[src/rtl/segmux_pkg.sv]
package segmux_pkg;

    localparam int NUM_DIGITS = 4;
    localparam int CODE_W     = 4;
    localparam int WORD_W     = CODE_W + 1;
    localparam int IDX_W      = $clog2(NUM_DIGITS);
    localparam int BYTE_W     = CODE_W + NUM_DIGITS;
    localparam int BITC_W     = $clog2(BYTE_W);

    typedef enum logic [2:0] {
        ST_IDLE,
        ST_BLANK,
        ST_BIT_LO,
        ST_BIT_HI,
        ST_XFER_LO,
        ST_XFER_HI,
        ST_ENABLE,
        ST_DOT
    } seg_state_t;

    // Power-up content: codes count down from NUM_DIGITS, point on the last word.
    function automatic logic [WORD_W-1:0] boot_word(input int idx);
        logic [WORD_W-1:0] w;
        w = WORD_W'(NUM_DIGITS - idx);
        w[WORD_W-1] = (idx == NUM_DIGITS - 1);
        return w;
    endfunction

endpackage

[src/rtl/segmux_timebase.sv]
module segmux_timebase #(
    parameter int PHASE_CLKS    = 125,
    parameter int TICK_CLKS     = 1000,
    parameter int REFRESH_TICKS = 75
) (
    input  logic clk,
    input  logic rst_n,
    input  logic restart,
    output logic phase_en,
    output logic refresh_tick
);

    localparam int PERIOD = TICK_CLKS * REFRESH_TICKS;
    localparam int PW     = $clog2(PHASE_CLKS + 1);
    localparam int RW     = $clog2(PERIOD + 1);
    localparam logic [PW-1:0] P_LAST = PW'(PHASE_CLKS - 1);
    localparam logic [RW-1:0] R_LAST = RW'(PERIOD - 1);

    logic [PW-1:0] pcnt_q;
    logic [RW-1:0] rcnt_q;

    assign phase_en     = (pcnt_q == P_LAST);
    assign refresh_tick = (rcnt_q == R_LAST);

    always_ff @(posedge clk or negedge rst_n) begin
        if (!rst_n) begin
            pcnt_q <= '0;
            rcnt_q <= '0;
        end else if (restart) begin
            pcnt_q <= '0;
            rcnt_q <= '0;
        end else begin
            pcnt_q <= phase_en ? '0 : pcnt_q + 1'b1;
            rcnt_q <= refresh_tick ? '0 : rcnt_q + 1'b1;
        end
    end

endmodule

[src/rtl/segmux_digit_store.sv]
module segmux_digit_store
    import segmux_pkg::*;
(
    input  logic                         clk,
    input  logic                         rst_n,
    input  logic                         load,
    input  logic [NUM_DIGITS*WORD_W-1:0] words_in,
    input  logic [IDX_W-1:0]             sel_idx,
    output logic [WORD_W-1:0]            word_out
);

    logic [WORD_W-1:0] word_q [NUM_DIGITS];

    for (genvar g = 0; g < NUM_DIGITS; g++) begin : g_word
        always_ff @(posedge clk or negedge rst_n) begin
            if (!rst_n) begin
                word_q[g] <= boot_word(g);
            end else if (load) begin
                word_q[g] <= words_in[g*WORD_W +: WORD_W];
            end
        end
    end

    assign word_out = word_q[sel_idx];

endmodule

[src/rtl/segmux_serializer.sv]
module segmux_serializer
    import segmux_pkg::*;
(
    input  logic              clk,
    input  logic              rst_n,
    input  logic              phase_en,
    input  logic              refresh_tick,
    input  logic              release_evt,
    input  logic              suspend,
    input  logic [WORD_W-1:0] word,
    output logic [IDX_W-1:0]  idx,
    output logic              ser_data,
    output logic              ser_clk,
    output logic              latch_oe
);

    localparam logic [BITC_W-1:0] LAST_BIT = BITC_W'(BYTE_W - 1);

    seg_state_t         state_q, state_d;
    logic [BYTE_W-1:0]  shreg_q;
    logic [BITC_W-1:0]  bitcnt_q;
    logic [IDX_W-1:0]   idx_q;
    logic               dp_q;
    logic               dot_line_q;
    logic               pending_q;
    logic               start;

    assign start = (state_q == ST_IDLE) && phase_en && pending_q
                   && !suspend && !release_evt;
    assign idx   = idx_q;

    // State register
    always_ff @(posedge clk or negedge rst_n) begin
        if (!rst_n) state_q <= ST_IDLE;
        else        state_q <= state_d;
    end

    // Next-state logic
    always_comb begin
        state_d = state_q;
        unique case (state_q)
            ST_IDLE:    if (start)    state_d = ST_BLANK;
            ST_BLANK:   if (phase_en) state_d = ST_BIT_LO;
            ST_BIT_LO:  if (phase_en) state_d = ST_BIT_HI;
            ST_BIT_HI:  if (phase_en) state_d = (bitcnt_q == LAST_BIT) ? ST_XFER_LO : ST_BIT_LO;
            ST_XFER_LO: if (phase_en) state_d = ST_XFER_HI;
            ST_XFER_HI: if (phase_en) state_d = ST_ENABLE;
            ST_ENABLE:  if (phase_en) state_d = ST_DOT;
            ST_DOT:     if (phase_en) state_d = ST_IDLE;
            default:                  state_d = ST_IDLE;
        endcase
    end

    // Frame datapath
    always_ff @(posedge clk or negedge rst_n) begin
        if (!rst_n) begin
            shreg_q    <= '0;
            bitcnt_q   <= '0;
            idx_q      <= '0;
            dp_q       <= 1'b0;
            dot_line_q <= 1'b1;
            pending_q  <= 1'b1;
        end else begin
            pending_q <= (pending_q && !start) || refresh_tick || release_evt;
            if (start) begin
                shreg_q  <= {word[CODE_W-1:0], NUM_DIGITS'(1) << idx_q};
                dp_q     <= word[WORD_W-1];
                bitcnt_q <= '0;
            end else if (state_q == ST_BIT_HI && phase_en) begin
                shreg_q  <= shreg_q << 1;
                bitcnt_q <= bitcnt_q + 1'b1;
            end
            if (release_evt)  idx_q <= '0;
            else if (start)   idx_q <= idx_q + 1'b1;
            if (state_q == ST_ENABLE && phase_en) dot_line_q <= !dp_q;
        end
    end

    // Pin decode
    always_comb begin
        latch_oe = 1'b0;
        ser_clk  = 1'b1;
        ser_data = dot_line_q;
        unique case (state_q)
            ST_BLANK:   latch_oe = 1'b1;
            ST_BIT_LO: begin
                latch_oe = 1'b1;
                ser_clk  = 1'b0;
                ser_data = shreg_q[BYTE_W-1];
            end
            ST_BIT_HI: begin
                latch_oe = 1'b1;
                ser_data = shreg_q[BYTE_W-1];
            end
            ST_XFER_HI: latch_oe = 1'b1;
            default: ;
        endcase
    end

    p_shift_rise_gated_r4: assert property (@(posedge clk) disable iff (!rst_n)
        $rose(ser_clk) |-> latch_oe);

    p_shift_fall_gated_r4: assert property (@(posedge clk) disable iff (!rst_n)
        $fell(ser_clk) |-> latch_oe);

    p_select_onehot_r3: assert property (@(posedge clk) disable iff (!rst_n)
        (state_q == ST_BLANK) |-> ($countones(shreg_q[NUM_DIGITS-1:0]) == 1));

    p_phase_hold_r7: assert property (@(posedge clk) disable iff (!rst_n)
        (state_q != $past(state_q)) |-> $past(phase_en));

    p_no_start_suspended_r9: assert property (@(posedge clk) disable iff (!rst_n)
        (state_q == ST_IDLE && suspend) |=> (state_q == ST_IDLE));

endmodule

[src/rtl/segmux_driver.sv]
module segmux_driver
    import segmux_pkg::*;
#(
    parameter int PHASE_CLKS    = 125,
    parameter int TICK_CLKS     = 1000,
    parameter int REFRESH_TICKS = 75
) (
    input  logic        clk,
    input  logic        rst_n,
    input  logic [19:0] digit_words,
    input  logic        suspend,
    output logic        ser_data,
    output logic        ser_clk,
    output logic        latch_oe
);

    logic              suspend_q;
    logic              release_evt;
    logic              phase_en;
    logic              refresh_tick;
    logic [IDX_W-1:0]  idx;
    logic [WORD_W-1:0] word;

    always_ff @(posedge clk or negedge rst_n) begin
        if (!rst_n) suspend_q <= 1'b0;
        else        suspend_q <= suspend;
    end

    assign release_evt = suspend_q && !suspend;

    segmux_timebase #(
        .PHASE_CLKS   (PHASE_CLKS),
        .TICK_CLKS    (TICK_CLKS),
        .REFRESH_TICKS(REFRESH_TICKS)
    ) u_timebase (
        .clk         (clk),
        .rst_n       (rst_n),
        .restart     (release_evt),
        .phase_en    (phase_en),
        .refresh_tick(refresh_tick)
    );

    segmux_digit_store u_store (
        .clk     (clk),
        .rst_n   (rst_n),
        .load    (release_evt),
        .words_in(digit_words),
        .sel_idx (idx),
        .word_out(word)
    );

    segmux_serializer u_ser (
        .clk         (clk),
        .rst_n       (rst_n),
        .phase_en    (phase_en),
        .refresh_tick(refresh_tick),
        .release_evt (release_evt),
        .suspend     (suspend),
        .word        (word),
        .idx         (idx),
        .ser_data    (ser_data),
        .ser_clk     (ser_clk),
        .latch_oe    (latch_oe)
    );

endmodule

[config.mk]
export PLATFORM = sky130hd
export DESIGN_NAME = segmux_driver
export DESIGN_NICKNAME = d
export VERILOG_FILES = /design/src/rtl/segmux_pkg.sv /design/src/rtl/segmux_timebase.sv /design/src/rtl/segmux_digit_store.sv /design/src/rtl/segmux_serializer.sv /design/src/rtl/segmux_driver.sv
export SDC_FILE = /design/constraint.sdc
export NUM_CORES = 1
export LEC_CHECK = 0
export ABC_CLOCK_PERIOD_IN_PS = 2100
export BUFFER_PORTS_ARGS = -buffer_cell sky130_fd_sc_hd__clkbuf_2
export CELL_PAD_IN_SITES_DETAIL_PLACEMENT = 0
export CELL_PAD_IN_SITES_GLOBAL_PLACEMENT = 1
export CORE_UTILIZATION = 42
export CTS_CLUSTER_SIZE = 10
export DETAILED_ROUTE_END_ITERATION = 6
export GPL_ROUTABILITY_DRIVEN = 0
export PLACE_DENSITY = 0.75
export SLEW_MARGIN = 15
export SYNTH_ARGS = -nofsm -noshare
export SYNTH_HDL_FRONTEND = slang
export SYNTH_SLANG_ARGS = --single-unit
[constraint.sdc]
create_clock -name clk -period 2.1 [get_ports clk]
set_clock_uncertainty 0.05 [all_clocks]
set_input_delay 0.315 -clock clk [delete_from_list [all_inputs] [get_ports clk]]
set_output_delay 0.315 -clock clk [all_outputs]
set_load 0.02 [all_outputs]
* Word level (Yosys, flattened, before mapping)
Cells that the tools add are included.
** Operators by class
- $add $sub $neg :: 4
- $lt $le $gt $ge :: 1
- Eq/ne operators :: 18
- Shift-type cells :: 1
- Muxes and demuxes :: 26
- Bitwise operators :: 1
- Reduce and logical (&&, ||, !) cells :: 20
** Operator list (number)
- 17-bit two-way mux :: 2
- 3-bit two-way mux :: 11
- 3-bit case mux with 8 select lines :: 1
- 17-bit by 1-bit adder with 17-bit output, second input constant :: 1
- 17-bit equality test, second input constant :: 1
- 8-bit two-way mux :: 2
- 2-bit by 1-bit inequality test with 1-bit output, second input constant :: 8
- 3-bit equality test, second input constant :: 5
- 7-bit two-way mux :: 2
- 5-bit binary-select mux with 2-bit select :: 1
- 5-bit two-way mux :: 2
- 1-bit logical AND :: 8
- 8-bit AND reduction :: 1
- 7-bit by 1-bit adder with 7-bit output, second input constant :: 1
- 7-bit equality test, second input constant :: 1
- 3-bit by 2-bit equality test with 1-bit output, second input constant :: 2
- 1-bit zero test :: 4
- 2-bit two-way mux :: 2
- 2-bit nonzero test :: 2
- 4-bit OR reduction :: 1
- 1-bit by 2-bit << shifter with 4-bit output, first input constant :: 1
- 3-bit by 1-bit adder with 3-bit output, second input constant :: 1
- 3-bit by 1-bit equality test with 1-bit output, second input constant :: 1
- 3-bit greater-or-equal comparator, second input constant :: 1
- other kinds (6) :: 9
** Storage, ports and cells
- Register bits :: 64
- Input bits :: 23
- Output and inout bits :: 3
- Word-level logic and storage cells :: 85

* Logic depth before layout (Yosys ltp)
- Depth in word-level cells :: 9
- Gate-level depth with buffers :: 7
- Depth with buffers taken out :: 6

* Cells and area by module
A second synthesis with hierarchy kept.
** Second synthesis, totals
- Cell total of the unflattened synthesis :: 261
- Area total of the unflattened synthesis :: 3129.3 µm²
** Modules (own cells, without submodules)
- segmux_timebase :: instances 1, cells an instance 120, area an instance 1204.9 µm², sequential area each 600.6 µm²
- segmux_serializer :: instances 1, cells an instance 91, area an instance 1018.5 µm², sequential area each 478.0 µm²
- segmux_digit_store :: instances 1, cells an instance 48, area an instance 867.1 µm², sequential area each 508.0 µm²
- segmux_driver :: instances 1, cells an instance 2, area an instance 38.8 µm², sequential area each 25.0 µm²

* Worst setup path before layout
OpenSTA, ideal clock, no wires.
- Path type :: reg2reg
- Start point :: register u_timebase.pcnt_q[0]
- End point :: register u_ser.shreg_q[1]
- Setup time :: 0.125 ns
- Arrival :: 1.799 ns
- Data required time :: 1.925 ns
- Setup slack :: 0.126 ns
- Stages on the path, launching flop included :: 8
- Path buffers :: 1
- Clock period less this slack :: 1.974 ns
- Cells stage by stage :: dfrtp_1 inv_1 ha_1 nand2_1 nor4_2 buf_2 mux2_2 mux2_2
** On the way
- Longest elaborated chain between the ends :: 6
- Elaborated cells on any way between the ends :: 8
- Classes of those cells :: eq/ne: 1; mux: 1; reduce/logical: 6
** Ends and longest elaborated chain
- start, declared :: line segmux_timebase.sv:19 : logic [PW-1:0] pcnt_q;
- start signal, assigned :: line segmux_timebase.sv:33 : pcnt_q <= phase_en ? '0 : pcnt_q + 1'b1;
- 7-bit equality test * :: line segmux_timebase.sv:22 : assign phase_en = (pcnt_q == P_LAST);
- 1-bit logical AND (2 in series) :: line segmux_serializer.sv:28 : assign start = (state_q == ST_IDLE) && phase_en && pending_q
- 1-bit logical AND (2 in series) :: line segmux_serializer.sv:29 : && !suspend && !release_evt;
- 8-bit two-way mux or 2-bit nonzero test (tied branches)
- end signal, assigned :: line segmux_serializer.sv:66 : shreg_q <= {word[CODE_W-1:0], NUM_DIGITS'(1) << idx_q};
- end signal, assigned :: line segmux_serializer.sv:70 : shreg_q <= shreg_q << 1;
- end, declared :: line segmux_serializer.sv:20 : logic [BYTE_W-1:0] shreg_q;
Every way passes the cells marked *; elsewhere a longest branch is shown, timed or not.
A chain may end at the register's enable or synchronous reset.

* Worst setup path in the final report
- Start point :: register u_ser.state_q[2]
- End point :: register u_ser.shreg_q[5]
** On the way
- Longest elaborated chain between the ends :: 6
- Elaborated cells on any way between the ends :: 9
- Classes of those cells :: eq/ne: 1; mux: 1; reduce/logical: 7
** Ends and longest elaborated chain
- start, declared :: line segmux_serializer.sv:19 : seg_state_t state_q, state_d;
- start signal, assigned :: line segmux_serializer.sv:35 : else state_q <= state_d;
- 3-bit zero test :: line segmux_serializer.sv:28
- 1-bit logical AND (2 in series) :: line segmux_serializer.sv:28
- 1-bit logical AND (2 in series) :: line segmux_serializer.sv:29
- 8-bit two-way mux or 2-bit nonzero test (tied branches)
Parallel ways exist; a longest one is shown, timed or not.

==> results list <==
- Result of the run: finished, final reports clean
* Startpoint of the worst hold path: suspend
- Dividing total power by cell area gives a power density of 833 nW/µm².
- Total GRT Usage: 16.7%
- Reg-to-reg endpoint: u_ser.shreg_q[5]
- Hold-fix buffers at CTS: 1
- STA classifies the critical path endpoint as a flip-flop.
- In this run the critical register-to-register path is launched from u_ser.state_q[2].
- The number of nets handed over by synthesis was 322.
- Startpoint Class: flip-flop
- Synthesis Warnings: 0
* Post-synthesis compound-gate area fraction: 2.48%
* Global route overflow: 0
- Largest family of logic cells by synthesized area: simple AND/OR/NAND/NOR gates
- Summing every instance area after synthesis gives 3080 µm².
* Maximum number of pins on one net before global-route repair: 65
- Yosys top cell by area: dfrtp_1
- Worst min path class: input pin to flip-flop
- TritonCTS built the clock tree.
- For this run, the detailed router's first-pass iteration total came to 4.
* Antenna Nets Post-Route: 0
* Synthesized area divided by synthesized cell count: 10.6 µm²
* Non-filler instance count after layout: 433
* Number of cells on the worst reg-to-reg path: 4
* Total power draw: 3.05 mW
- Summed over its instances, the top area cell type makes up 45.6% of the synthesized netlist area.
- In this run the tightest slew margin relative to its limit is 70.7%.
- Hold violation count in the final report: 0
* Cell at the root of the clock tree: clkbuf_8
- Setup_tns: 0 ns
- After detailed routing, the average wire length per cell comes to 12.8 µm.
* Clock period minus final worst setup slack: 2.02 ns
- The number of placed instances, taps included, is 416.
* Slowest Stage Delay on Critical Path: 0.47 ns
* Final setup viols: 0
- Post-CTS clock slew at the launch and capture registers of the worst setup and hold paths: 0.07 ns
- The cell count after synthesis came out at 290.
- After synthesis, the share of cell area in mux cells is 10.5%.
- Arrival time at the worst endpoint: 2.20 ns
* #FFs+latches synth: 64
- Largest voltage drop on the vdd net: 362 µV
* Number of port buffers: 25
- nand2_1 is the most common cell in the netlist.
* Height of the chip: 87.6 µm
- Predominant post-synthesis flop cell: dfrtp_1
- After detailed routing, the number of remaining DRC violations is 0.
* Antenna violations before repair: 0
* Required @ worst endpoint: 2.28 ns
- Area inside the core boundary: 6940 µm²
* Detailed placement HPWL: 3.68 mm
- Post-synthesis share of cell area spent on and, or, nand and nor gates: 22.5%
* Seq/Total Area, Yosys: 52.4%
- From left edge to right edge, the die measures 87.6 µm.
- Slew at the pin with the worst max-slew slack: 0.440 ns
- Counting flops with an async set or reset pin after synthesis yields a share of 100%.
- For this configuration, the core starts out at a cell density of 44.3%.
- The detailed router finished its first iteration with 96 violations.
- Max H-tree Level: 3
- Sorting the synthesized cells by how often they occur yields 68 x nand2_1, 56 x dfrtp_1, 32 x nor2_1.
- Utilization of the core after routing: 52.7%
- The analysis attributes to cell leakage a power of 1.72 nW.
- In this run the worst path has a maximum fanout of 10.
- Fraction of layout cells with a size suffix above 1: 26.7%
* CP Cell Sequence: or3_4, or4_4, nor2_8, mux2_2
- Most area-consuming cells after synthesis: dfrtp_1 46%, nand2_1 8.3%, dfstp_2 6.8%
* Hold slack final: 0.0826 ns
- The clock passes through at most 2 buffers.
- Post-synthesis share of cell area spent on full adders, half adders and majority gates: 3.66%
- Inserted Diodes: 0
- In the routed layout, each cell is associated on average with a via count of 4.79.
- Based on the critical path, the design can be clocked at up to 0.494 GHz.
* Standard cell with the maximum stage delay on the critical path: or4_4
- CTS-repair resized insts: 0
* Number of clock sinks: 64
* Total Nets Final: 364
* Post-CTS setup buffer count: 0
- The via count of the first global-routing pass was 2048.
- Number of max-cap violations: 0
* Floorplan row count: 30
* CTS Buf Count: 9
- Number of distinct library cells after synthesis: 41
* Overall via count from detail_route: 2073
- The filler cells instantiated in the layout total 627.
* Crit path kind: flip-flop to flip-flop
* Hold depth: 1
- The later pin in the worst-skew pair is clocked with a latency of 0.34 ns.
- The die covers 7670 µm².
- Xor and xnor fraction of the mapped netlist area: 6.27%
* Sum of routed wire length over all layers: 5.54 mm
- Area growth from synthesis to layout: 19.1%
- The first global-routing pass estimated 9.54 mm of wire.
* Fin. max-slew vios: 0
* I/O pin count: 26
- Yosys mapped a number of flops with a built-in enable equal to 0.
* Hold Crit Endpoint: suspend_q
- After layout, the worst path uses 96.4% of the clock period.
- R2R Setup Slk: 0.08 ns
- Setup repair after global routing left no endpoint under its margin.
-- worst max-delay path: cells and delay by family, from the launching register on --
| kind | cells | cell delay [ns] |
|---|---|---|
| multiplexers | 1 | 0.36 |
| AND/OR/NAND/NOR | 3 | 1.08 |
| flip-flops | 1 | 0.41 |
-- stage by stage --
step | setup slack, ns | cell area, µm²
final | 0.0758 | 3660
after global routing | 0.0176 | 3660
after CTS | 0.0666 | 3660
after detailed placement | 0.0750 | 3400
after global placement | 0.112 | 3400
after floorplan | 0.126 | 3080
-- worst max path at each step --
stage	to	depth (start not counted)	from	slack, ns
2_1_floorplan	u_ser.shreg_q[1]	7	u_timebase.pcnt_q[0]	0.13
3_3_place_gp	u_ser.shreg_q[5]	4	u_ser.state_q[2]	0.11
3_5_place_dp	u_ser.shreg_q[5]	4	u_ser.state_q[2]	0.07
4_1_cts	u_ser.shreg_q[5]	4	u_ser.state_q[2]	0.07
5_1_grt	u_ser.shreg_q[5]	4	u_ser.state_q[2]	0.02
6_report	u_ser.shreg_q[5]	4	u_ser.state_q[2]	0.08
-- cell usage in the layout (no fill, tap or decap), types with 2 or more instances in the layout --
master,instances
inv_1,9
buf_4,12
dfrtp_1,56
mux2_2,16
nand4_1,5
clkbuf_2,25
dfstp_2,8
and3_1,2
bufinv_16,3
mux2i_1,3
nor3_1,3
xnor2_1,15
nor4_1,7
nor4bb_1,2
ha_1,9
xor2_1,7
mux4_2,5
nor2_1,32
o21ai_0,2
clkbuf_8,11
a22o_1,2
a21o_1,2
nand2b_1,3
nand2_1,68
nand3_1,8
-- metal layers --
| metal | routed length, µm | share of wire [%] | global-route usage, % |
|---|---|---|---|
| met1 | 2900 | 52 | 23.4 |
| met2 | 2430 | 44 | 24.2 |
| met3 | 149 | 2.7 | 5.37 |
| met4 | 62 | 1.1 | 6.71 |
| met5 | 0 | 0 | 0 |
-- cell families after synthesis --
logic type / Yosys count
compound gates: 11
xor+xnor: 22
fa+ha+maj: 9
buf+inv: 17
flops: 64
mux: 24
simple gates: 143
-- area by class of cell --
| class | count | area [µm²] | area share (%) |
|---|---|---|---|
| clock buffers | 11 | 151 | 4.13 |
| inverters | 9 | 33.8 | 0.922 |
| multi-input cells | 209 | 1400 | 38.2 |
| clock inverters | 5 | 103 | 2.80 |
| well taps | 96 | 120 | 3.28 |
| repair buffers | 39 | 245 | 6.70 |
| flip-flops and latches | 64 | 1610 | 44.0 |
-- flip-flops by register name (all words and copies together) (netlist names) --
register           flops
u_store.word_q        20
u_timebase.rcnt_q     17
u_ser.shreg_q          8
u_timebase.pcnt_q      7
u_ser.bitcnt_q         3
u_ser.state_q          3
u_ser.idx              2
suspend_q              1
u_ser.dot_line_q       1
u_ser.dp_q             1
u_ser.pending_q        1
-- where the power goes --
part	leakage, nW	total, mW	internal [mW]	switching (mW)
Sequential	0.816	1.45	1.35	0.102
Clock	0.126	1.33	0.851	0.479
Combinational	0.778	0.269	0.132	0.137
Total	1.72	3.05	2.33	0.718
Power figures use the tool's default switching activity.
